[config.mk]
export PLATFORM = sky130hd
export DESIGN_NAME = memcrc_scan
export DESIGN_NICKNAME = d
export VERILOG_FILES = /design/src/rtl/memcrc_pkg.sv /design/src/rtl/memcrc_regs.sv /design/src/rtl/memcrc_fetch.sv /design/src/rtl/memcrc_engine.sv /design/src/rtl/memcrc_scan.sv
export SDC_FILE = /design/constraint.sdc
export NUM_CORES = 1
export LEC_CHECK = 0
export BUFFER_PORTS_ARGS = -buffer_cell sky130_fd_sc_hd__buf_4
export CAP_MARGIN = 10
export CORE_MARGIN = 10
export CORE_UTILIZATION = 55
export CTS_BUF_LIST = sky130_fd_sc_hd__clkbuf_4
export DETAILED_ROUTE_END_ITERATION = 8
export HOLD_SLACK_MARGIN = 0.12
export PLACE_DENSITY_LB_ADDON = 0.15
export SYNTH_ARGS = -nofsm -noshare
export SYNTH_HDL_FRONTEND = slang
export SYNTH_SLANG_ARGS = --single-unit
[constraint.sdc]
create_clock -name clk -period 14.7 [get_ports clk]
set_clock_uncertainty 0.15 [all_clocks]
set_input_delay 2.94 -clock clk [delete_from_list [all_inputs] [get_ports clk]]
set_output_delay 2.94 -clock clk [all_outputs]
set_load 0.05 [all_outputs]
[src/rtl/memcrc_pkg.sv]
package memcrc_pkg;
  localparam logic [31:0] CRC_POLY = 32'h04C1_1DB7;
  localparam logic [31:0] CRC_SEED = 32'hFFFF_FFFF;
  localparam int          BLK_WORDS = 256;

  localparam logic [2:0] SEL_BASE   = 3'd0;
  localparam logic [2:0] SEL_SIZE   = 3'd1;
  localparam logic [2:0] SEL_GOLD   = 3'd2;
  localparam logic [2:0] SEL_CTRL   = 3'd3;
  localparam logic [2:0] SEL_RESULT = 3'd4;

  function automatic logic [31:0] crc_byte(input logic [31:0] c, input logic [7:0] b);
    logic [31:0] r;
    r = c ^ {b, 24'h0};
    for (int i = 0; i < 8; i++) begin
      r = r[31] ? ((r << 1) ^ CRC_POLY) : (r << 1);
    end
    return r;
  endfunction
endpackage

[src/rtl/memcrc_regs.sv]
module memcrc_regs
  import memcrc_pkg::*;
#(
  parameter int MEM_WORDS = 1024,
  parameter int AW        = 10,
  parameter int WW        = 11,
  parameter int SZW       = 3
) (
  input  logic          clk,
  input  logic          rst_n,
  input  logic          a_we,
  input  logic [2:0]    a_sel,
  input  logic [31:0]   a_wdata,
  input  logic          b_we,
  input  logic [2:0]    b_sel,
  input  logic [31:0]   b_wdata,
  input  logic [2:0]    rd_sel,
  output logic [31:0]   rd_data,
  input  logic          job_end,
  input  logic [31:0]   crc_in,
  output logic          launch,
  output logic [AW-1:0] base,
  output logic [WW-1:0] nwords,
  output logic          busy
);
  logic [AW-1:0]  base_q, base_d;
  logic [SZW-1:0] size_q, size_d;
  logic [31:0]    gold_q, gold_d, res_q, res_d;
  logic           busy_q, busy_d, done_q, done_d, pass_q, pass_d, err_q, err_d;
  logic           w_en, go, cfg_bad;
  logic [2:0]     w_sel;
  logic [31:0]    w_dat, span, end_w;

  always_comb begin
    w_en    = a_we | b_we;
    w_sel   = a_we ? a_sel : b_sel;
    w_dat   = a_we ? a_wdata : b_wdata;
    span    = 32'(size_q) * 32'(BLK_WORDS);
    end_w   = 32'(base_q) + span;
    cfg_bad = (size_q == '0) || (end_w > 32'(MEM_WORDS));
    go      = w_en && (w_sel == SEL_CTRL) && w_dat[0] && !busy_q;
    launch  = go && !cfg_bad;

    base_d = base_q; size_d = size_q; gold_d = gold_q; res_d = res_q;
    busy_d = busy_q; done_d = done_q; pass_d = pass_q; err_d = err_q;

    if (w_en && !busy_q) begin
      case (w_sel)
        SEL_BASE: base_d = w_dat[AW-1:0];
        SEL_SIZE: size_d = w_dat[SZW-1:0];
        SEL_GOLD: gold_d = w_dat;
        default:  ;
      endcase
    end
    if (w_en && (w_sel == SEL_CTRL) && w_dat[1]) done_d = 1'b0;
    if (go) begin
      if (cfg_bad) begin
        done_d = 1'b1; err_d = 1'b1; pass_d = 1'b0;
      end else begin
        busy_d = 1'b1; done_d = 1'b0; err_d = 1'b0; pass_d = 1'b0;
      end
    end
    if (job_end) begin
      busy_d = 1'b0;
      done_d = 1'b1;
      pass_d = (crc_in == gold_q);
      res_d  = crc_in;
    end
  end

  always_ff @(posedge clk or negedge rst_n) begin
    if (!rst_n) begin
      base_q <= '0; size_q <= '0; gold_q <= '0; res_q <= '0;
      busy_q <= 1'b0; done_q <= 1'b0; pass_q <= 1'b0; err_q <= 1'b0;
    end else begin
      base_q <= base_d; size_q <= size_d; gold_q <= gold_d; res_q <= res_d;
      busy_q <= busy_d; done_q <= done_d; pass_q <= pass_d; err_q <= err_d;
    end
  end

  always_comb begin
    case (rd_sel)
      SEL_BASE:   rd_data = 32'(base_q);
      SEL_SIZE:   rd_data = 32'(size_q);
      SEL_GOLD:   rd_data = gold_q;
      SEL_CTRL:   rd_data = {28'h0, err_q, pass_q, done_q, busy_q};
      SEL_RESULT: rd_data = res_q;
      default:    rd_data = 32'h0;
    endcase
  end

  assign base   = base_q;
  assign nwords = span[WW-1:0];
  assign busy   = busy_q;


  gold_hold_chk: assert property (@(posedge clk) disable iff (!rst_n)
    busy_q |=> $stable(gold_q));

  done_idle_chk: assert property (@(posedge clk) disable iff (!rst_n)
    $rose(done_q) |-> !busy_q);

  err_state_chk: assert property (@(posedge clk) disable iff (!rst_n)
    err_q |-> (!busy_q && !pass_q && done_q) || $fell(done_q) || !done_q);
endmodule

[src/rtl/memcrc_fetch.sv]
module memcrc_fetch #(
  parameter int AW = 10,
  parameter int WW = 11
) (
  input  logic          clk,
  input  logic          rst_n,
  input  logic          launch,
  input  logic [AW-1:0] base,
  input  logic [WW-1:0] count,
  input  logic          bus_idle,
  input  logic          slot_ok,
  output logic          mem_re,
  output logic [AW-1:0] mem_addr,
  output logic          rvalid,
  output logic          drained
);
  logic [AW-1:0] addr_q, addr_d;
  logic [WW-1:0] left_q, left_d;
  logic          pend_q, pend_d;

  always_comb begin
    mem_re  = bus_idle && (left_q != '0) && !pend_q && slot_ok;
    addr_d  = addr_q;
    left_d  = left_q;
    pend_d  = mem_re;
    if (launch) begin
      addr_d = base;
      left_d = count;
    end else if (mem_re) begin
      addr_d = addr_q + 1'b1;
      left_d = left_q - 1'b1;
    end
  end

  always_ff @(posedge clk or negedge rst_n) begin
    if (!rst_n) begin
      addr_q <= '0; left_q <= '0; pend_q <= 1'b0;
    end else begin
      addr_q <= addr_d; left_q <= left_d; pend_q <= pend_d;
    end
  end

  assign mem_addr = addr_q;
  assign rvalid   = pend_q;
  assign drained  = (left_q == '0) && !pend_q;

  // checker state: spacing and address progression
  logic [2:0]    gap_q;
  logic          seen_q;
  logic [AW-1:0] prev_q;
  always_ff @(posedge clk or negedge rst_n) begin
    if (!rst_n) begin
      gap_q <= '0; seen_q <= 1'b0; prev_q <= '0;
    end else begin
      if (mem_re) gap_q <= '0;
      else if (gap_q != 3'd7) gap_q <= gap_q + 3'd1;
      if (launch) seen_q <= 1'b0;
      else if (mem_re) seen_q <= 1'b1;
      if (mem_re) prev_q <= mem_addr;
    end
  end


  idle_only_chk: assert property (@(posedge clk) disable iff (!rst_n)
    mem_re |-> bus_idle);

  read_gap_chk: assert property (@(posedge clk) disable iff (!rst_n)
    (mem_re && seen_q) |-> (gap_q >= 3'd3));

  addr_step_chk: assert property (@(posedge clk) disable iff (!rst_n)
    (mem_re && seen_q) |-> (mem_addr == prev_q + 1'b1));
endmodule

[src/rtl/memcrc_engine.sv]
module memcrc_engine
  import memcrc_pkg::*;
(
  input  logic        clk,
  input  logic        rst_n,
  input  logic        init,
  input  logic        load,
  input  logic [31:0] word,
  output logic [31:0] crc,
  output logic        slot_ok,
  output logic        idle
);
  logic [31:0] wbuf_q, wbuf_d, crc_q, crc_d;
  logic [1:0]  bcnt_q, bcnt_d;
  logic        wv_q, wv_d;
  logic [7:0]  cur;

  always_comb begin
    cur    = wbuf_q[{bcnt_q, 3'b000} +: 8];
    wbuf_d = wbuf_q;
    crc_d  = crc_q;
    bcnt_d = bcnt_q;
    wv_d   = wv_q;
    if (init) begin
      crc_d = CRC_SEED;
      wv_d  = 1'b0;
      bcnt_d = 2'd0;
    end else begin
      if (wv_q) begin
        crc_d  = crc_byte(crc_q, cur);
        bcnt_d = bcnt_q + 2'd1;
        if (bcnt_q == 2'd3) wv_d = 1'b0;
      end
      if (load) begin
        wbuf_d = word;
        bcnt_d = 2'd0;
        wv_d   = 1'b1;
      end
    end
  end

  always_ff @(posedge clk or negedge rst_n) begin
    if (!rst_n) begin
      wbuf_q <= '0; crc_q <= CRC_SEED; bcnt_q <= '0; wv_q <= 1'b0;
    end else begin
      wbuf_q <= wbuf_d; crc_q <= crc_d; bcnt_q <= bcnt_d; wv_q <= wv_d;
    end
  end

  assign crc     = crc_q;
  assign slot_ok = !wv_q || bcnt_q[1];
  assign idle    = !wv_q;


  no_overrun_chk: assert property (@(posedge clk) disable iff (!rst_n)
    load |-> (!wv_q || bcnt_q == 2'd3));
endmodule

[src/rtl/memcrc_scan.sv]
module memcrc_scan #(
  parameter int MEM_WORDS = 1024,
  localparam int AW  = $clog2(MEM_WORDS),
  localparam int WW  = $clog2(MEM_WORDS + 1),
  localparam int SZW = $clog2(MEM_WORDS / 256 + 1)
) (
  input  logic          clk,
  input  logic          rst_n,
  input  logic          a_we,
  input  logic [2:0]    a_sel,
  input  logic [31:0]   a_wdata,
  input  logic          b_we,
  input  logic [2:0]    b_sel,
  input  logic [31:0]   b_wdata,
  input  logic [2:0]    rd_sel,
  output logic [31:0]   rd_data,
  output logic          irq,
  input  logic          bus_idle,
  output logic          mem_re,
  output logic [AW-1:0] mem_addr,
  input  logic [31:0]   mem_rdata
);
  logic [1:0]    rst_sync;
  logic          rst_i;
  logic          launch, busy, job_end, rvalid, drained, slot_ok, eng_idle;
  logic [AW-1:0] base;
  logic [WW-1:0] nwords;
  logic [31:0]   crc, rd_raw;

  always_ff @(posedge clk or negedge rst_n) begin
    if (!rst_n) rst_sync <= 2'b00;
    else        rst_sync <= {rst_sync[0], 1'b1};
  end
  assign rst_i = rst_sync[1];

  assign job_end = busy && drained && eng_idle;
  assign irq     = rd_raw_done;

  logic rd_raw_done;
  memcrc_regs #(.MEM_WORDS(MEM_WORDS), .AW(AW), .WW(WW), .SZW(SZW)) u_regs (
    .clk(clk), .rst_n(rst_i),
    .a_we(a_we), .a_sel(a_sel), .a_wdata(a_wdata),
    .b_we(b_we), .b_sel(b_sel), .b_wdata(b_wdata),
    .rd_sel(rd_sel), .rd_data(rd_raw),
    .job_end(job_end), .crc_in(crc),
    .launch(launch), .base(base), .nwords(nwords), .busy(busy)
  );
  assign rd_data = rd_raw;

  memcrc_regs #(.MEM_WORDS(MEM_WORDS), .AW(AW), .WW(WW), .SZW(SZW)) u_stat (
    .clk(clk), .rst_n(rst_i),
    .a_we(a_we), .a_sel(a_sel), .a_wdata(a_wdata),
    .b_we(b_we), .b_sel(b_sel), .b_wdata(b_wdata),
    .rd_sel(3'd3), .rd_data(stat_word),
    .job_end(job_end), .crc_in(crc),
    .launch(), .base(), .nwords(), .busy()
  );
  logic [31:0] stat_word;
  assign rd_raw_done = stat_word[1];

  memcrc_fetch #(.AW(AW), .WW(WW)) u_fetch (
    .clk(clk), .rst_n(rst_i), .launch(launch), .base(base), .count(nwords),
    .bus_idle(bus_idle), .slot_ok(slot_ok),
    .mem_re(mem_re), .mem_addr(mem_addr), .rvalid(rvalid), .drained(drained)
  );

  memcrc_engine u_eng (
    .clk(clk), .rst_n(rst_i), .init(launch), .load(rvalid), .word(mem_rdata),
    .crc(crc), .slot_ok(slot_ok), .idle(eng_idle)
  );
endmodule

==> results of run 1 <==
## per-layer routing
layer  track usage (%)  vias to the layer above
met1              28.7                     3619
met5                 0                        -
met4              5.58                        0
met2              30.8                      246
met3              5.11                       25
li1                  -                     3465
## layout by cell type (no fill, tap or decap), types with 28 or more instances in the layout
master,count
a21oi_1,63
a22oi_1,28
buf_4,161
dfrtp_1,154
dfstp_2,32
mux2_2,67
mux2i_1,41
nand2_1,44
nor2_1,127
o21ai_0,53
xnor2_1,45
xor2_1,57
## state kept, by name (all words and copies together) (netlist names), 2 cells and up
register,flops
u_regs.res_q,32
u_fetch.mem_addr,10
u_stat.base,10
u_eng.wbuf_q,32
u_eng.crc,32
u_regs.gold_q,32
u_eng.bcnt_q,2
rst_sync,2
u_stat.size_q,3
u_regs.base,10
u_regs.size_q,3
u_fetch.left_q,11
## cell families after synthesis
kind of cell	Yosys count	share of synthesized area, %
simple gates	251	11.5
flops	187	48.2
compound gates	172	10.2
xor+xnor	117	12.3
mux	116	13.9
buf+inv	59	2.43
fa+ha+maj	10	1.43
other cells	1	0.0383
## critical path, delay by kind of cell
| family | cells | cell delay, ps |
|---|---|---|
| AND/OR/NAND/NOR | 1 | 180 |
| buffers and inverters | 3 | 760 |
| AO/OA/AOI/OAI | 2 | 400 |
## final cells by class
class	instances	area, µm²	area share, %
Multi-Input combinational cell	667	4850	42.5
Sequential cell	187	4720	41.4
Timing Repair Buffer	162	1220	10.7
Tap cell	225	282	2.47
Clock inverter	13	150	1.32
Clock buffer	19	143	1.25
Inverter	7	26.3	0.230
Antenna cell	1	2.50	0.0220
## how the worst min path moves through the flow
stage	cells past startpoint	start	to	slack (ps)
2_1_floorplan	0	rst_sync[0]	rst_sync[1]	180
3_3_place_gp	0	rst_sync[0]	rst_sync[1]	180
3_5_place_dp	0	rst_sync[0]	rst_sync[1]	190
4_1_cts	0	rst_sync[0]	rst_sync[1]	230
5_1_grt	0	rst_sync[0]	rst_sync[1]	260
6_report	0	rst_sync[0]	rst_sync[1]	220
## stage by stage
stage	area (µm²)	setup slack [ps]	utilization, %
2_1_floorplan	9800	6930	-
5_1_grt	11400	7210	65.7
4_1_cts	11400	6790	65.6
3_3_place_gp	11100	6960	63.9
3_5_place_dp	11100	6790	63.9
6_report	11400	7320	65.7
## report_power, final
part / leakage, nW / internal (mW) / total (mW) / switching (mW)
clock: 0.147 / 0.120 / 0.292 / 0.173
sequential: 2.23 / 0.817 / 1.09 / 0.274
combinational: 2.70 / 0.995 / 2.03 / 1.04
==> flow_summary.json, run 1 <==
{
  "worst_pin_slew_ps": 1030,
  "avgViaCountPerCell": 5.74,
  "end_kind": "primary output",
  "portBuffers": 153,
  "die_h_um": 153,
  "wl_met1_um": 11200,
  "grt_max_degree": 84,
  "wl_um": 24400,
  "grtUsageTotal_pct": 20.4,
  "min_path_type": "flop to flop",
  "ir_drop_uv": 214,
  "cp_max_fo": 23,
  "initial_core_util_pct": 56.5,
  "fin_crit_ps": 7380,
  "grt_first_pass_wirelength_um": 39400,
  "fp-row-count": 48,
  "critPathSlowestCell": "buf_4",
  "rsz0062_at_grt": "false",
  "crit_type": "input pin to primary output",
  "hold_viol": 0,
  "cpPeakStageDelay_ps": 300,
  "dp.cells": 1247,
  "drive_gt1_share_pct": 29.5,
  "final_antenna_net_count": 0,
  "dieArea_um2": 23600,
  "critPathArrivalTime_ps": 4290,
  "coreArea_um2": 17400,
  "post_cts_buffers": 0,
  "first_pass_iters": 5,
  "netlist_top_cells_count": "155 x dfrtp_1, 127 x nor2_1, 67 x mux2_2",
  "area_delta_synth_final_pct": 16.3,
  "ctsHtreeMaxLevel": 4,
  "dp_hpwl_um": 17800,
  "synth_top_area_share_pct": 39.6,
  "clock-sinks": 187,
  "route.detailed.drc": 0,
  "ys_seq_elements": 187,
  "synth_edf_count": 0,
  "finalSetupViolCount": 0,
  "cts_buffers": 17,
  "num-nets-final": 1162,
  "ff2ff_path_depth": 6,
  "clock.fmax_ghz": 0.136,
  "met2_length_um": 11200,
  "synth_cells": 913,
  "root_buffer": "clkbuf_4",
  "syn_nets": 1033,
  "slew_violations": 0,
  "grt_pass1_vias": 7246,
  "grt_overflow_total": 0,
  "postCtsHoldBufs": 0,
  "p_leak_nw": 5.08,
  "r2r_end": "u_eng.crc[11]",
  "synth.area.top_cells": "dfrtp_1 40%, dfstp_2 8.6%, mux2_2 7.7%",
  "tritoncts": "done",
  "tns_ps": 0,
  "power_density_nw_per_um2": 300,
  "top_layer": "met4",
  "cts_resized": 0,
  "pin_count": 154,
  "cp_common_cell": "buf_4",
  "ys_warn_count": 0,
  "gp_routability_congestion": 0.874,
  "ys_types": 54,
  "drtIter0Drc": 462,
  "wl_met3_um": 1700,
  "fin_total_pwr_mw": 3.42,
  "syn_area_um2": 9800,
  "syn_avg_cell_area_um2": 10.7,
  "crit_chain": "buf_4 > nor2b_1 > buf_4 > a21oi_1 > o21ai_0 > buf_4",
  "synth_top_area_cell": "dfrtp_1",
  "whs_ps": 221,
  "clk_pin_slew_ps": 140,
  "post-route-period-util_pct": 50.2,
  "crit_end": "rd_data[3]",
  "antenna_found_initial": 1,
  "maxSlewHeadroom_pct": 31.5,
  "post_drt_wl_per_cell_um": 19.1,
  "yosysMostFrequentCell": "dfrtp_1",
  "die_x_um": 153,
  "ys_seq_area_share_pct": 48.2,
  "maxCapViolations": 0,
  "async_flop_share_pct": 100,
  "fillCellCount": 1425,
  "clk_latency_ps": 580,
  "startpoint": "rd_sel[2]",
  "synthFlopType": "dfrtp_1",
  "reg2reg_from": "u_eng.bcnt_q[0]",
  "vias": 7355,
  "startpoint_type": "input pin",
  "outcome": "completed",
  "worstPathRequired_ps": 11610,
  "cts_buffer_depth": 2,
  "fin_cells": 1281,
  "reg2reg_setup_slack_ps": 11660
}
No activity file was read; power rests on OpenSTA's default activity.
==> run 2: changes to the inputs <==
--- a/config.mk
+++ b/config.mk
@@ -5,10 +5,11 @@
 export SDC_FILE = /design/constraint.sdc
 export NUM_CORES = 1
 export LEC_CHECK = 0
+export ABC_AREA = 1
 export BUFFER_PORTS_ARGS = -buffer_cell sky130_fd_sc_hd__buf_4
 export CAP_MARGIN = 10
 export CORE_MARGIN = 10
-export CORE_UTILIZATION = 55
+export CORE_UTILIZATION = 54
 export CTS_BUF_LIST = sky130_fd_sc_hd__clkbuf_4
 export DETAILED_ROUTE_END_ITERATION = 8
 export HOLD_SLACK_MARGIN = 0.12
==> constraint.sdc (replaced) <==
create_clock -name clk -period 6.3 [get_ports clk]
set_clock_uncertainty 0.15 [all_clocks]
set_input_delay 1.26 -clock clk [delete_from_list [all_inputs] [get_ports clk]]
set_output_delay 1.26 -clock clk [all_outputs]
set_load 0.05 [all_outputs]
==> run 2 against run 1 <==
Compared with the run above: worst hold slack got worse by 98 ps; flip-flop and latch count did not move; area after synthesis rose by 6.6%.
==> flow_summary.json, run 2 <==
{
  "p_leak_nw": 6.29,
  "antenna_found_initial": 1,
  "rsz0062_at_grt": "false",
  "final_common_cell": "nand2_1",
  "synth_cells": 1425,
  "ff2ff_path_depth": 12,
  "pre_cts_ws_ps": 1190,
  "cpPeakStageDelay_ps": 730,
  "power_density_nw_per_um2": 569,
  "finalCoreUtilization_pct": 63.9,
  "fp-row-count": 50,
  "power_frac_comb_pct": 55.3,
  "async_flop_share_pct": 100,
  "finalSetupViolCount": 0,
  "worst_pin_slew_ps": 1110,
  "fin_crit_ps": 4470,
  "ys_warn_count": 0,
  "syn_area_um2": 10500,
  "ir_drop_uv": 269,
  "p_sw_share_pct": 50.3,
  "die_x_um": 159,
  "grt_pass1_vias": 9687,
  "coreArea_um2": 18900,
  "worst_slack_ps": 1830,
  "cp_max_fo": 60,
  "syn_nets": 1545,
  "worstPathRequired_ps": 6630,
  "crit_type": "input pin to flop",
  "clkPwrFrac_pct": 11.0,
  "dieArea_um2": 25300,
  "gp_routability_congestion": 0.906,
  "synth_top_area_share_pct": 37.1,
  "ctsHtreeMaxLevel": 4,
  "grt_max_degree": 81,
  "grt_overflow_total": 0,
  "netlist_top_cells_count": "540 x nand2_1, 155 x dfrtp_1, 138 x nand3_1",
  "final_antenna_net_count": 0,
  "post_drt_wl_per_cell_um": 16.6,
  "ys_seq_elements": 187,
  "ys_types": 43,
  "route.detailed.drc": 0,
  "initial_core_util_pct": 55.3,
  "final_cell_mix": "540 x nand2_1, 162 x buf_4, 154 x dfrtp_1, 137 x nand3_1, 127 x inv_1",
  "worst-path-buf-inv": 4,
  "tns_ps": 0,
  "p_sw_mw": 3.46,
  "synth_edf_count": 0,
  "min_path_type": "flop to async pin",
  "maxCapViolations": 0,
  "drive_gt1_share_pct": 15.9,
  "first_pass_iters": 8,
  "synthFlopType": "dfrtp_1",
  "startpoint_type": "input pin",
  "internal_power_mw": 3.41,
  "critPathTopFamily": "buffers and inverters",
  "dp.cells": 1796,
  "clk_pin_slew_ps": 160,
  "area_delta_synth_final_pct": 15.6,
  "avgViaCountPerCell": 5.37,
  "root_buffer": "clkbuf_4",
  "ys_seq_area_share_pct": 45.2,
  "pin_count": 154,
  "clock-sinks": 187,
  "cts_buffer_depth": 2,
  "dp_hpwl_um": 22900,
  "fin_total_pwr_mw": 6.87,
  "synth_top_area_cell": "dfrtp_1",
  "critPathSlowestCell": "inv_2",
  "fillCellCount": 1765,
  "fin_cells": 1830,
  "grt_first_pass_wirelength_um": 49300,
  "portBuffers": 153,
  "clock.fmax_ghz": 0.224,
  "grtUsageTotal_pct": 23.6,
  "whs_ps": 123,
  "crit_cells": 11,
  "syn_avg_cell_area_um2": 7.33,
  "num-nets-final": 1675,
  "crit_chain": "buf_4 > inv_1 > or2_1 > o21a_1 > nand3_2 > nor2_4 > buf_4 > inv_2 > nand2_2 > nand2_1 > nand2_1",
  "vias": 9824,
  "slew_violations": 0,
  "tritoncts": "done",
  "outcome": "completed",
  "dpl-instance-area_um2": 11700,
  "post_cts_buffers": 0,
  "cts_resized": 0,
  "post-route-period-util_pct": 70.9,
  "synth.area.top_cells": "dfrtp_1 37%, nand2_1 19%, dfstp_2 8.0%",
  "critPathArrivalTime_ps": 4800,
  "die_h_um": 159,
  "end_kind": "flop",
  "yosysMostFrequentCell": "nand2_1",
  "fin_area_um2": 12100,
  "maxSlewHeadroom_pct": 25.8,
  "hold_viol": 0,
  "drtIter0Drc": 641,
  "clk_latency_ps": 590,
  "pwr-share-seq_pct": 33.7,
  "cts_buffers": 17,
  "postCtsHoldBufs": 0,
  "wl_um": 30400
}
[run 2: changes by cell type after synthesis, moves of 13 or more]
cell,delta
nor4_1,-15
a21oi_1,-38
a31oi_1,+20
mux2i_1,-40
mux2_2,-67
nor2_1,-48
xnor2_1,-25
xor2_1,-26
clkbuf_1,-13
o21ai_0,+53
inv_1,+122
a22oi_1,-24
nand2_1,+496
nand3_1,+130
[run 2: kinds of logic after synthesis]
kind of cell               synth area share, %
and+or+nand+nor                           31.6
AOI/OAI and AO/OA                         10.1
buffers and inverters                     7.35
xor gates and xnor gates                  4.27
DFF                                       45.2
other                                   0.0359
adders and majority gates                 1.34
muxes                                   0.0958
[run 2: layout make-up]
class	count	area, µm²	area share [%]
multi-input cells	1054	4970	41.2
flip-flops and latches	187	4720	39.1
repair buffers	162	1220	10.1
inverters	133	502	4.16
well taps	260	325	2.69
clock inverters	14	194	1.61
clock buffers	18	135	1.12
diodes	2	5.00	0.0414
[run 2: worst paths after layout]
check	endpoint	slack, ps	startpoint
worst max-delay path	u_eng.wbuf_q[26]	1830	a_we
worst min-delay path	u_eng.wbuf_q[11]	120	rst_sync[1]
worst max register to register	u_eng.wbuf_q[26]	2480	u_regs.size_q[0]
worst min register to register	u_eng.wbuf_q[11]	120	rst_sync[1]
max in group asynchronous	u_regs.pass_q	4510	rst_sync[1]
min in group clk	rst_sync[1]	230	rst_sync[0]
[run 2: power groups by stage]
stage	Clock, mW	Combinational (mW)	Sequential, mW
3_3_place_gp	0	3.65	2.32
5_1_grt	0.820	4.30	2.38
4_1_cts	0.761	3.77	2.31
3_5_place_dp	0	3.76	2.33
6_report	0.756	3.79	2.32
2_1_floorplan	0	2.81	2.20
[run 2: layer usage]
metal  track usage [%]  vias up  wire length (µm)
li1                  -     4849                 -
met1              28.3     4614             12800
met2              41.9      315             15300
met3              4.47       46              1650
met4              7.20        0               662
met5                 0        -                 0
==> run 3: changes to the inputs <==
--- a/config.mk
+++ b/config.mk
@@ -5,11 +5,11 @@
 export SDC_FILE = /design/constraint.sdc
 export NUM_CORES = 1
 export LEC_CHECK = 0
-export ABC_AREA = 1
+export ABC_AREA = 0
 export BUFFER_PORTS_ARGS = -buffer_cell sky130_fd_sc_hd__buf_4
 export CAP_MARGIN = 10
 export CORE_MARGIN = 10
-export CORE_UTILIZATION = 54
+export CORE_UTILIZATION = 53
 export CTS_BUF_LIST = sky130_fd_sc_hd__clkbuf_4
 export DETAILED_ROUTE_END_ITERATION = 8
 export HOLD_SLACK_MARGIN = 0.12
==> constraint.sdc (replaced) <==
create_clock -name clk -period 4.1 [get_ports clk]
set_clock_uncertainty 0.15 [all_clocks]
set_input_delay 0.82 -clock clk [delete_from_list [all_inputs] [get_ports clk]]
set_output_delay 0.82 -clock clk [all_outputs]
set_load 0.05 [all_outputs]
==> run 3 against run 2 <==
Compared with the run above: utilization down 0.97 points; cell area down 5.7%; power up 77%; combinational power up 93%; worst hold slack better by 110 ps; sequential share of layout area up 2.4 points; die area down 3.9%; flip-flop and latch count unchanged; largest cell class unchanged; clock-buffer cell count up 1; routed wire length down 20%.
==> flow_summary.json, run 3 (same netlist as run 1, synthesis figures left out) <==
{
  "clk_latency_ps": 580,
  "grt_pass1_vias": 7257,
  "p_sw_mw": 5.39,
  "clock.fmax_ghz": 0.303,
  "pwr-share-seq_pct": 32.3,
  "cts_buffer_depth": 2,
  "p_leak_nw": 5.08,
  "reg2reg_from": "u_regs.size_q[0]",
  "final_cell_mix": "164 x buf_4, 154 x dfrtp_1, 127 x nor2_1, 67 x mux2_2, 63 x a21oi_1",
  "initial_core_util_pct": 54.2,
  "hold_depth": 0,
  "grt_max_degree": 94,
  "postCtsHoldBufs": 1,
  "cts_resized": 0,
  "worst_pin_slew_ps": 1040,
  "antenna_found_initial": 1,
  "avgViaCountPerCell": 5.62,
  "pin_count": 154,
  "area_delta_synth_final_pct": 16.2,
  "dieArea_um2": 24300,
  "coreArea_um2": 18100,
  "critPathSlowestCell": "dfrtp_1",
  "fp-row-count": 49,
  "power_frac_comb_pct": 60.2,
  "ir_drop_uv": 734,
  "outcome": "completed",
  "die_x_um": 156,
  "maxSlewHeadroom_pct": 30.6,
  "power_density_nw_per_um2": 1070,
  "ctsHtreeMaxLevel": 4,
  "tritoncts": "done",
  "fin_crit_ps": 3300,
  "rsz0062_at_grt": "false",
  "internal_power_mw": 6.77,
  "num-nets-final": 1166,
  "post_drt_wl_per_cell_um": 19.0,
  "min_path_type": "flop to flop",
  "clkPwrFrac_pct": 7.5,
  "vias": 7249,
  "crit_chain": "nor2_1 > nand4_1 > nand4b_1 > clkinv_1 > buf_4",
  "die_h_um": 156,
  "tns_ps": 0,
  "reg2reg_setup_slack_ps": 950,
  "clock-sinks": 187,
  "wl_um": 24400,
  "critPathArrivalTime_ps": 2330,
  "crit_type": "flop to primary output",
  "cp_max_fo": 7,
  "worstHoldEndpoint": "rst_sync[1]",
  "clk_pin_slew_ps": 150,
  "post-route-period-util_pct": 80.4,
  "p_sw_share_pct": 44.3,
  "end_kind": "primary output",
  "hp-start": "rst_sync[0]",
  "grt_first_pass_wirelength_um": 39800,
  "final_common_cell": "buf_4",
  "grtUsageTotal_pct": 20.4,
  "route.detailed.drc": 0,
  "post_cts_buffers": 0,
  "hold_viol": 0,
  "cpPeakStageDelay_ps": 450,
  "r2r_end": "u_eng.wbuf_q[16]",
  "drive_gt1_share_pct": 29.7,
  "portBuffers": 153,
  "grt_overflow_total": 0,
  "slew_violations": 0,
  "cts_buffers": 17,
  "startpoint_type": "flop",
  "maxCapViolations": 0,
  "drtIter0Drc": 510,
  "gp_routability_congestion": 0.863,
  "dp_hpwl_um": 18000,
  "finalSetupViolCount": 0,
  "root_buffer": "clkbuf_4",
  "worstPathRequired_ps": 3130,
  "final_antenna_net_count": 0,
  "finalCoreUtilization_pct": 62.9,
  "ff2ff_path_depth": 9,
  "first_pass_iters": 5
}
==> run 3: cell types whose count changed in the layout (fill, tap and decap cells not counted), sizes merged, moves of 38 or more <==
| cell | previous run | this run |
|---|---|---|
| mux2 | 0 | 67 |
| nand3 | 139 | 8 |
| xnor2 | 20 | 58 |
| nand2 | 546 | 44 |
| a21oi | 25 | 63 |
| nor2 | 85 | 127 |
| mux2i | 1 | 41 |
| o21ai | 115 | 53 |
| inv | 135 | 9 |
==> run 3: cell type report <==
type / instances / area [µm²]
fillers: 1523 / 6700
multi-input cells: 667 / 4850
flip-flops and latches: 187 / 4720
repair buffers: 166 / 1260
well taps: 229 / 287
clock buffers: 19 / 143
clock inverters: 13 / 92.6
inverters: 7 / 26.3
diodes: 1 / 2.50
==> run 3: metrics by stage <==
step / std cells / setup slack, ps / area, µm² / hold slack (ps) / total power [mW]
floorplan: 913 / 574 / 9800 / 181 / 9.70
global placement: 1255 / 895 / 11100 / 186 / 11.1
detailed placement: 1255 / 851 / 11100 / 201 / 11.3
CTS: 1288 / 788 / 11400 / 236 / 12.2
global route: 1289 / 635 / 11400 / 240 / 13.2
finish: 1289 / 804 / 11400 / 231 / 12.2
==> run 3: worst max-delay path by stage <==
stage	endpoint	cells past startpoint	slack (ps)	from
after floorplan	rd_data[11]	6	570	rd_sel[1]
after global placement	u_eng.wbuf_q[30]	8	900	a_we
after detailed placement	u_eng.wbuf_q[16]	8	850	a_we
after CTS	mem_re	5	790	u_fetch.left_q[2]
after global routing	mem_re	5	630	u_fetch.left_q[2]
final	mem_re	5	800	u_fetch.left_q[2]
==> run 3: critical path: cells and delay by family, from the launching register on <==
family                 cells  cell delay (ps)
buffers and inverters      2              360
flip-flops                 1              450
AND/OR/NAND/NOR            3              950
==> run 3: layer usage <==
layer / up-vias / global-route usage, % / routed length [µm]
met5: - / 0 / 0
met4: 0 / 3.51 / 158
met3: 12 / 4.77 / 1400
met2: 176 / 31.3 / 11200
met1: 3581 / 29.1 / 11700
li1: 3480 / - / -
==> run 3: power by group through the flow <==
stage | registers, mW | clock network [mW] | logic, mW
finish | 3.93 | 0.911 | 7.31
global route | 4.06 | 1.01 | 8.10
floorplan | 3.75 | 0 | 5.96
global placement | 3.94 | 0 | 7.16
CTS | 3.93 | 0.932 | 7.36
detailed placement | 3.96 | 0 | 7.32
